File: src/rtl/parity_lane_pkg.sv
package parity_lane_pkg;
  localparam int LANES  = 4;
  localparam int LANE_W = 9;
  localparam int WORD_W = LANES * LANE_W;

  typedef struct packed {
    logic shareToRead;  // shared tree looks at the read word
    logic genMail;      // replace parity bits from shared tree
    logic genQueue;     // replace parity bits from queue tree
    logic forceOk;      // hold error flag inactive
  } laneCtrl_t;
endpackage

File: src/rtl/parity_lane_ctrl.sv
module parity_lane_ctrl
  import parity_lane_pkg::*;
#(
  parameter bit GEN_ALL_READS = 1'b0
) (
  input  logic       chipSelN,
  input  logic       enable,
  input  logic       writeSel,
  input  logic       mailSel,
  input  logic       genReq,
  output laneCtrl_t  strobes
);
  logic readActive;
  logic mailGen;

  always_comb begin
    readActive = !chipSelN && enable && !writeSel;
    mailGen    = readActive && mailSel && genReq;
    strobes.shareToRead = mailGen;
    strobes.genMail     = mailGen;
    strobes.forceOk     = mailGen;
    strobes.genQueue    = GEN_ALL_READS && readActive && !mailSel && genReq;
  end
endmodule

File: src/rtl/parity_lane_datapath.sv
module parity_lane_datapath
  import parity_lane_pkg::*;
#(
  parameter int  NUM_LANES     = LANES,
  parameter int  LANE_BITS     = LANE_W,
  parameter bit  GEN_ALL_READS = 1'b0,
  localparam int DATA_BITS     = LANE_BITS - 1,
  localparam int BUS_W         = NUM_LANES * LANE_BITS
) (
  input  laneCtrl_t        strobes,
  input  logic             oddSel,
  input  logic [BUS_W-1:0] busIn,
  input  logic [BUS_W-1:0] readData,
  output logic [BUS_W-1:0] readOut,
  output logic             parErrN
);
  logic [NUM_LANES-1:0] laneFail;

  for (genvar g = 0; g < NUM_LANES; g++) begin : g_lane
    logic [LANE_BITS-1:0] srcLane;
    logic [LANE_BITS-1:0] rdLane;
    logic                 sharedXor;
    logic                 sharedPar;
    logic                 queuePar;

    always_comb begin
      rdLane    = readData[g*LANE_BITS +: LANE_BITS];
      srcLane   = strobes.shareToRead ? rdLane : busIn[g*LANE_BITS +: LANE_BITS];
      sharedXor = ^srcLane[DATA_BITS-1:0];
      sharedPar = sharedXor ^ oddSel;
      laneFail[g] = (sharedXor ^ srcLane[LANE_BITS-1]) != oddSel;
    end

    if (GEN_ALL_READS) begin : g_queueTree
      assign queuePar = (^rdLane[DATA_BITS-1:0]) ^ oddSel;
    end else begin : g_noQueueTree
      assign queuePar = 1'b0;
    end

    always_comb begin
      readOut[g*LANE_BITS +: DATA_BITS] = rdLane[DATA_BITS-1:0];
      if (strobes.genMail)
        readOut[g*LANE_BITS + DATA_BITS] = sharedPar;
      else if (strobes.genQueue)
        readOut[g*LANE_BITS + DATA_BITS] = queuePar;
      else
        readOut[g*LANE_BITS + DATA_BITS] = rdLane[LANE_BITS-1];
    end
  end

  assign parErrN = strobes.forceOk || !(|laneFail);
endmodule

File: src/rtl/parity_lane_unit.sv
module parity_lane_unit
  import parity_lane_pkg::*;
#(
  parameter bit GEN_ALL_READS = 1'b0
) (
  input  logic              chipSelN,
  input  logic              enable,
  input  logic              writeSel,
  input  logic              mailSel,
  input  logic              genReq,
  input  logic              oddSel,
  input  logic [WORD_W-1:0] busIn,
  input  logic [WORD_W-1:0] readData,
  output logic [WORD_W-1:0] readOut,
  output logic              parErrN
);
  laneCtrl_t strobes;

  parity_lane_ctrl #(.GEN_ALL_READS(GEN_ALL_READS)) uCtrl (
    .chipSelN(chipSelN), .enable(enable), .writeSel(writeSel),
    .mailSel(mailSel), .genReq(genReq), .strobes(strobes)
  );

  parity_lane_datapath #(
    .NUM_LANES(LANES), .LANE_BITS(LANE_W), .GEN_ALL_READS(GEN_ALL_READS)
  ) uData (
    .strobes(strobes), .oddSel(oddSel), .busIn(busIn),
    .readData(readData), .readOut(readOut), .parErrN(parErrN)
  );
endmodule

File: config.mk
export PLATFORM = sky130hd
export DESIGN_NAME = parity_lane_unit
export DESIGN_NICKNAME = d
export VERILOG_FILES = /design/src/rtl/parity_lane_pkg.sv /design/src/rtl/parity_lane_ctrl.sv /design/src/rtl/parity_lane_datapath.sv /design/src/rtl/parity_lane_unit.sv
export SDC_FILE = /design/constraint.sdc
export NUM_CORES = 1
export LEC_CHECK = 0
export BUFFER_PORTS_ARGS = -buffer_cell sky130_fd_sc_hd__buf_4
export CORE_MARGIN = 2
export CORE_UTILIZATION = 34
export DETAILED_ROUTE_END_ITERATION = 10
export GPL_ROUTABILITY_DRIVEN = 0
export GPL_TIMING_DRIVEN = 1
export PLACE_DENSITY_LB_ADDON = 0.05
export REMOVE_ABC_BUFFERS = 1
export SKIP_LAST_GASP = 1
export SLEW_MARGIN = 20
export SYNTH_ARGS = -nofsm -noshare
export SYNTH_HDL_FRONTEND = slang
export SYNTH_SLANG_ARGS = --single-unit
File: constraint.sdc
create_clock -name vclk -period 1.2
set_input_delay 0.06 -clock vclk [all_inputs]
set_output_delay 0.06 -clock vclk [all_outputs]
set_load 0.05 [all_outputs]
==> summary.md <==
| Metric | Value |
|---|---|
| Hold Fails Final Rpt | 0 |
| Max transition margin | 83.6% |
| Vias | 968 |
| Initial core utilization | 36.7% |
| Crit path DAT | 1.41 ns |
| Fillers | 211 |
| Wire length of the first global-routing pass | 3710 um |
| Cell taking the most area after synthesis | xnor2_1 |
| Placed cell areas | 1590 sq um |
| Hold_sp | readData[13] |
| Max Freq | 682 MHz |
| Hold Path Class | primary input to primary output |
| Met1 Use GR | 13.9% |
| 1st-iter DRT viols | 26 |
| Vias/cell | 4.30 |
| Max-cap violation count | 0 |
| Total negative slack | -0.266 ns |
| Critical path class | primary input to primary output |
| Mux contribution to synthesized area | 0% |
| Power per cell area | 681 nW/um^2 |
| Post-CTS setup buffers | 0 |
| Final period utilization | 122% |
| Avg Inst Size Synth | 8.34 sq um |
| Clock buf count | 0 |
| Post-DRT Antenna Nets | 0 |
| Clock share of power | 0% |
| CP Data Required Time | 1.14 ns |
| Synth Area in Adders | 0% |
| Layer with the highest usage | met2 |
| Switching power | 0.589 mW |
| Seq pwr share | 0% |
| # DRC | 0 |
| Final net count | 275 |
| Routed wire length | 2590 um |
| Finished Layout Cells | 225 |
| Max IR drop VDD | 0.447 mV |
| Fin area | 1770 sq um |
| Synth area leaders | xnor2_1, buf_4, xor2_1 |
| Most frequent cell after synthesis | xnor2_1 |
| Slew at the pin with the worst max-slew slack | 0.244 ns |
| Share of cells above drive strength 1 | 66.7% |
| Placed insts | 225 |
| FF+latch area | 0 sq um |
| Register area share after synthesis | 0% |
| Synth warn | 0 |
| # setup viols final | 1 |
| Worst Hold Path EP | readOut[13] |
| Layout area overhead | 91.4% |
| Violated checks | setup timing |
| Final Total Pwr | 1.21 mW |
| Post-layout util | 70.2% |
| Compound-Gate Fraction of Synth Area | 3.51% |
| Worst Setup Start Kind | primary input |
| Seq_cells | 0 |
| Syn Std Cell Area | 926 sq um |
| Post-Synth Simple-Gate Area | 3.11% |
| Internal cell power | 0.617 mW |
| Ant diodes | 0 |
| Hold path cells | 2 |
| Crit. End Element | primary output |
| Vias in the first global route | 890 |
| Row cnt | 18 |
| Core Area | 2520 sq um |
| Comb power frac | 100.0% |
| Setup WS post-layout | -0.266 ns |
| Post-synth top area share | 52.0% |
| Maximum net fanout on the critical path | 1 |
| Commonest cells in the netlist | xnor2_1, buf_4, xor2_1 |
| Global route overflow | 0 |
| Global-route usage over all layers | 13.8% |
| Cells after synthesis | 111 |
| Multi-input gate area | 802 sq um |
| Tmin final | 1.47 ns |
| Switching part of the total | 48.8% |
| Global-route track usage on met2 | 30.4% |
| Initial antenna violation count | 0 |
| RSZ-0062 raised after global routing | true |
| First-pass detailed-route iteration total | 4 |
| Top Ports | 115 |
| GR met3 Demand/Resource | 1.86% |
| IO Port Bufs | 115 |
| Yosys cell types | 11 |
| Chip width | 56.2 um |
| Synth Area in XOR/XNOR | 66.2% |
| Die height | 56.2 um |
| WL/cell | 11.5 um |
| Status | complete, but fails checks |
| Pin count of the biggest net entering global routing | 10 |
| Static Leak | 0.864 nW |
| Slew Viols, Final | 0 |
| Largest family of logic cells by synthesized area | XOR/XNOR gates |
| Die Area | 3160 sq um |
[cells by family (layout without fill, tap and decap cells)]
logic type | Yosys count | after routing
buffers and inverters | 33 | 117
XOR/XNOR | 66 | 66
AO/OA/AOI/OAI | 5 | 5
AND/OR/NAND/NOR | 7 | 7
[worst max-delay path: stages]
cell	delay (ns)
buf_4	0.11
xor2_1	0.17
xnor3_1	0.44
xnor2_1	0.14
nand2_1	0.08
o31ai_2	0.21
buf_6	0.19
[placed cells by master (no fill, tap or decap)]
cell type  count
buf_12         1
o21ai_1        4
xnor3_1        2
xnor2_2        8
o31ai_2        1
buf_8          1
xnor2_1       44
nor2_1         1
buf_4        106
nand2_1        5
xnor2_4        4
xor2_1         8
buf_6          9
nand4_1        1
[metal layers]
metal | share of wire (%) | up-vias
met4 | 0 | 0
met3 | 8.5 | 0
met2 | 62 | 55
met5 | 0 | -
met1 | 29 | 431
li1 | - | 482
[what timing repair did]
item                                    CTS  global route
endpoints found under the setup margin    4             5
pin swaps                                 1            19
hold buffers                              0             0
resized for setup                         6            27
[power by group through the flow]
stage               Sequential [mW]  Combinational [mW]  Clock, mW
floorplan                         0               0.510          0
global placement                  0                1.09          0
detailed placement                0                1.11          0
CTS                               0                1.13          0
global route                      0                1.29          0
finish                            0                1.21          0
[metrics by stage]
stage                     setup WS [ns]  hold WS [ns]
after floorplan                  -0.554         0.120
final                            -0.266         0.385
after CTS                        -0.242         0.392
after global routing             -0.408         0.390
after global placement           -0.220         0.392
after detailed placement         -0.251         0.391
[worst max path at each step]
stage / from / end / slack, ns / cells after the start
6_report: busIn[30] / parErrN / -0.27 / 7
5_1_grt: busIn[34] / parErrN / -0.41 / 7
4_1_cts: busIn[21] / parErrN / -0.24 / 7
3_5_place_dp: busIn[21] / parErrN / -0.25 / 7
3_3_place_gp: busIn[30] / parErrN / -0.22 / 7
2_1_floorplan: readData[13] / readOut[17] / -0.55 / 5
[cell type report]
cell class	count	area share [%]
Timing Repair Buffer	117	52.6
Tap cell	30	2.12
Multi-Input combinational cell	78	45.3
Power figures use the tool's default switching activity.
